### src/rtl/tiny8_cpu.sv
module tiny8_cpu (
  input  logic        clk,
  input  logic        rst,
  output logic [10:0] mem_addr,
  input  logic [7:0]  mem_rdata,
  output logic [7:0]  mem_wdata,
  output logic        mem_we,
  output logic [31:0] dbg_regs,
  output logic [10:0] dbg_pc,
  output logic        dbg_zero,
  output logic        dbg_carry
);
  localparam logic [2:0] OP_LD = 3'd0, OP_MOV = 3'd1, OP_ADD = 3'd2, OP_ADC = 3'd3;
  localparam logic [2:0] OP_ST = 3'd4, OP_CMP = 3'd5, OP_JZ = 3'd6, OP_JMP = 3'd7;

  typedef enum logic [2:0] {S_FETCH, S_DEC, S_EXT, S_MEM, S_LOAD} state_t;

  state_t      state;
  logic [7:0]  rf [4];
  logic [10:0] pc;
  logic [7:0]  ir, lo;
  logic        zf, cf;

  logic [2:0]  dop, xop;
  logic [7:0]  opa, opb;
  logic [8:0]  sum9, dif9;
  logic        two_byte, taken;
  logic [10:0] tgt;

  assign dop      = mem_rdata[7:5];
  assign xop      = ir[7:5];
  assign opa      = rf[mem_rdata[3:2]];
  assign opb      = rf[mem_rdata[1:0]];
  assign sum9     = {1'b0, opa} + {1'b0, opb} + {8'd0, (dop == OP_ADC) && cf};
  assign dif9     = {1'b0, opa} - {1'b0, opb};
  assign two_byte = (dop == OP_LD) || (dop == OP_ST) || (dop == OP_JZ) || (dop == OP_JMP);
  assign tgt      = pc + 11'd2 + {ir[2:0], mem_rdata};
  assign taken    = (xop == OP_JMP) || ((xop == OP_JZ) && zf);

  always_comb begin
    case (state)
      S_FETCH: mem_addr = pc;
      S_DEC:   mem_addr = pc + 11'd1;
      S_MEM:   mem_addr = {ir[2:0], lo};
      default: mem_addr = pc;
    endcase
  end

  assign mem_we    = (state == S_MEM) && (xop == OP_ST);
  assign mem_wdata = rf[ir[4:3]];

  assign dbg_regs  = {rf[3], rf[2], rf[1], rf[0]};
  assign dbg_pc    = pc;
  assign dbg_zero  = zf;
  assign dbg_carry = cf;

  always_ff @(posedge clk) begin
    if (rst) begin
      state <= S_FETCH;
      pc    <= '0;
      ir    <= '0;
      lo    <= '0;
      zf    <= 1'b0;
      cf    <= 1'b0;
      for (int i = 0; i < 4; i++) rf[i] <= '0;
    end else begin
      case (state)
        S_FETCH: state <= S_DEC;
        S_DEC: begin
          ir <= mem_rdata;
          if (two_byte) begin
            state <= S_EXT;
          end else begin
            pc    <= pc + 11'd1;
            state <= S_FETCH;
            case (dop)
              OP_MOV: rf[mem_rdata[3:2]] <= opb;
              OP_ADD, OP_ADC: begin
                rf[mem_rdata[3:2]] <= sum9[7:0];
                zf <= (sum9[7:0] == 8'd0);
                cf <= sum9[8];
              end
              OP_CMP: begin
                zf <= (dif9[7:0] == 8'd0);
                cf <= dif9[8];
              end
              default: ;
            endcase
          end
        end
        S_EXT: begin
          lo    <= mem_rdata;
          pc    <= taken ? tgt : pc + 11'd2;
          state <= ((xop == OP_LD) || (xop == OP_ST)) ? S_MEM : S_FETCH;
        end
        S_MEM: state <= (xop == OP_ST) ? S_FETCH : S_LOAD;
        S_LOAD: begin
          rf[ir[4:3]] <= mem_rdata;
          state       <= S_FETCH;
        end
        default: state <= S_FETCH;
      endcase
    end
  end

  AST_RESET_CLEAR: assert property (@(posedge clk) disable iff (rst)
    $fell(rst) |-> (pc == 11'd0 && dbg_regs == 32'd0 && !zf && !cf));
  AST_MOV_KEEPS_FLAGS: assert property (@(posedge clk) disable iff (rst)
    (state == S_DEC && dop == OP_MOV) |=> ($stable(zf) && $stable(cf)));
  AST_CMP_NO_WRITE: assert property (@(posedge clk) disable iff (rst)
    (state == S_DEC && dop == OP_CMP) |=> $stable(dbg_regs));
  AST_STORE_QUIET: assert property (@(posedge clk) disable iff (rst)
    mem_we |=> ($stable(dbg_regs) && $stable(zf) && $stable(cf)));
  AST_SINGLE_STROBE: assert property (@(posedge clk) disable iff (rst)
    mem_we |=> !mem_we);
  AST_JZ_FALLTHRU: assert property (@(posedge clk) disable iff (rst)
    (state == S_EXT && xop == OP_JZ && !zf) |=> (pc == $past(pc) + 11'd2));
endmodule

### config.mk
export PLATFORM = sky130hd
export DESIGN_NAME = tiny8_cpu
export DESIGN_NICKNAME = d
export VERILOG_FILES = /design/src/rtl/tiny8_cpu.sv
export SDC_FILE = /design/constraint.sdc
export NUM_CORES = 1
export LEC_CHECK = 0
export ABC_CLOCK_PERIOD_IN_PS = 4900
export BUFFER_PORTS_ARGS = -buffer_cell sky130_fd_sc_hd__buf_2
export CAP_MARGIN = 20
export CORE_MARGIN = 2
export CORE_UTILIZATION = 57
export DETAILED_ROUTE_END_ITERATION = 6
export PLACE_DENSITY = 0.79
export SYNTH_ARGS = -nofsm -noshare
export SYNTH_HDL_FRONTEND = slang
export SYNTH_SLANG_ARGS = --single-unit
### constraint.sdc
create_clock -name clk -period 4.9 [get_ports clk]
set_input_delay 0.735 -clock clk [delete_from_list [all_inputs] [get_ports clk]]
set_output_delay 0.735 -clock clk [all_outputs]
set_load 0.01 [all_outputs]
==> flow_summary.yaml <==
setup_path:
  arrival_ns: 3.86
  crit_required_ns: 5.00
  cp-start-kind: "input pin"
  end_kind: "flop"
  path_class: "in2reg"
  crit_fanout: 16
global_routing:
  met3_usage: 0.0614
  grt.total_usage: 0.324
  busiest_layer: "met2"
  met1_usage: 0.474
  antenna_found_initial: 0
  grtUsageMet2: 0.485
  grt_pass1_vias: 4983
  grt_overflow_total: 0
  grt_max_degree: 46
  grt_pass1_wl_mm: 25.6
floorplanning:
  io_pins: 75
  die_y_microns: 102
  fp-row-count: 35
  die_w_microns: 102
  design.die.area_sq_um: 10400
  start_util: 0.590
  core_sq_um: 9240
sta:
  fin_worst_skew_ns: 0.0147
  setup_viol: 0
  rsz0062_at_grt: "no"
  max_freq_mhz: 266
  hold_viol_final: 0
  max-slew-margin-rel: 0.245
  worstMarginPinSlew_ns: 1.13
  slew_violations: 0
  period_share: 0.767
  finalCriticalPeriod_ns: 3.76
  fin_tns_setup_ns: 0
finish:
  fillers: 772
  synthToLayoutAreaGrowth_pct: 11.1
  antenna_cells: 0
  drive_above_1_share: 0.186
  fin_nets: 739
  final_cell_mix: "nand2_1 (74), buf_2 (74), nor2_1 (63), a21oi_1 (59), o21ai_0 (40)"
  fin_cells: 828
hold_path:
  min-delay-path-class: "reg2reg"
clocking:
  clkTransAtPathRegs_ns: 0.08
  ctsResizeCount: 0
  post-cts-setup-buffers: 0
  cts_root_buf: "clkbuf_8"
  cts_tree: "built"
  clock_latency_ns: 0.36
  clockBufferDepth: 2
  cts.htree.levels: 3
  clock-sinks: 66
  hold_buffers: 0
  cts_buffers: 9
routing:
  finalWirelength_mm: 16.3
  final_antenna_net_count: 0
  drt_iter0_drc: 659
  drt-wirelength-per-cell_microns: 19.7
  drc: 0
  routed_via_density: 6.47
  first_pass_iters: 7
  vias: 5354
placed_design:
  portBuffers: 74
  routabilityCongestion: 1.00
  dp_hpwl_mm: 12.0
  dp_cells: 812
run_status:
  status: "complete, no violations"
flow_run:
  cap_violations: 0
synth:
  synth_cells: 640
  synth_edf_count: 32
  synth_nets: 685
  synth_seq_cells: 66
  synthArstFlopShare: 0
  yosysSeqAreaShare: 0.301
  syn_area_per_cell_sq_um: 8.52
  synthFlopType: "dfxtp_1"
  yosys_warnings: 0
  syn_area_sq_um: 5450
  yosysUniqueCellTypes: 71
power_and_ir_drop:
  vdd_ir_drop_max_uv: 166
  power_density_nw_per_um2: 246
  p_leak_uw: 0.00240
[through the flow]
| stage | hold WS (ns) | worst slack (ns) | util | cell area (sq um) | total power [uW] |
|---|---|---|---|---|---|
| after global placement | 0.445 | 0.906 | 0.636 | 5880 | 1050 |
| after detailed placement | 0.451 | 0.806 | 0.636 | 5880 | 1060 |
| final | 0.461 | 1.14 | 0.656 | 6060 | 1490 |
| after CTS | 0.461 | 1.17 | 0.656 | 6060 | 1480 |
| after global routing | 0.489 | 0.955 | 0.656 | 6060 | 1560 |
| after floorplan | 0.436 | 1.02 | - | 5450 | 943 |
[power breakdown]
group,internal [uW],leakage [uW],switching (uW)
logic,169,0.00171,249
clock network,186,0.0000820,241
registers,603,0.000608,41.9
[worst paths after layout]
path	from	endpoint	slack (ns)	cells after the start
worst max-delay path	mem_rdata[2]	rf[2][6]$_SDFFCE_PN0P_	1.14	11
worst max register to register	rf[1][0]$_SDFFCE_PN0P_	rf[2][6]$_SDFFCE_PN0P_	1.49	10
worst min-delay path	lo[3]$_SDFFE_PP0P_	lo[3]$_SDFFE_PP0P_	0.46	2
worst min register to register	lo[3]$_SDFFE_PP0P_	lo[3]$_SDFFE_PP0P_	0.46	2
[state kept, by name, summed over array words and instances (netlist names), named ones only]
| register | count |
|---|---|
| rf | 32 |
| dbg_pc | 11 |
| dbg_zero | 1 |
| ir | 8 |
| dbg_carry | 1 |
| state | 3 |
| lo | 8 |
[synthesized netlist by cell type (all sizes together) (4+ instances only)]
cell / number / area share
a2111oi: 4 / 0.0064
a21oi: 59 / 0.054
a22oi: 6 / 0.0083
a31oi: 7 / 0.0080
buf: 9 / 0.0090
clkbuf: 28 / 0.019
dfxtp: 34 / 0.12
edfxtp: 32 / 0.18
fa: 4 / 0.015
ha: 31 / 0.071
inv: 38 / 0.026
mux2i: 4 / 0.0073
mux4: 24 / 0.099
nand2: 75 / 0.053
nand2b: 10 / 0.011
nand3: 13 / 0.012
nand3b: 8 / 0.011
nor2: 63 / 0.043
nor2b: 11 / 0.013
nor3: 21 / 0.019
nor3b: 7 / 0.0096
nor4: 4 / 0.0046
o211ai: 6 / 0.0083
o21a: 8 / 0.011
o21ai: 41 / 0.038
o22ai: 5 / 0.0057
or2: 4 / 0.0046
or3: 4 / 0.0046
xnor2: 15 / 0.024
xor2: 5 / 0.0080
[critical path, stage by stage]
cell and delay [ns]:
buf_2 0.40, mux4_2 0.31, inv_1 0.07, fa_1 0.48, fa_1 0.44, or2_2 0.31
a2111o_1 0.37, o211ai_1 0.13, o21ai_0 0.11, a21oi_1 0.39, nor2_1 0.10
[layer usage]
metal,part of all wire,up-vias
li1,-,2449
met1,0.41,2535
met2,0.45,320
met3,0.11,50
met4,0.029,0
met5,0,-
[area by class of cell]
cell class	instances	area [sq um]	area share
Timing Repair Buffer	80	415	0.0686
Clock inverter	7	55.1	0.00909
Sequential cell	66	1640	0.271
Clock buffer	9	124	0.0205
Inverter	38	143	0.0235
Tap cell	129	161	0.0266
Multi-Input combinational cell	499	3520	0.581
[cells by family (layout without fill, tap and decap cells)]
family	after synthesis	in the layout	synth area share
compound gates	176	176	0.203
buf+inv	75	134	0.0544
fa+ha+maj	35	35	0.0859
mux	29	29	0.109
flops	66	66	0.301
xor+xnor	20	20	0.0321
simple gates	239	239	0.215
(Power assumes the default switching activity.)
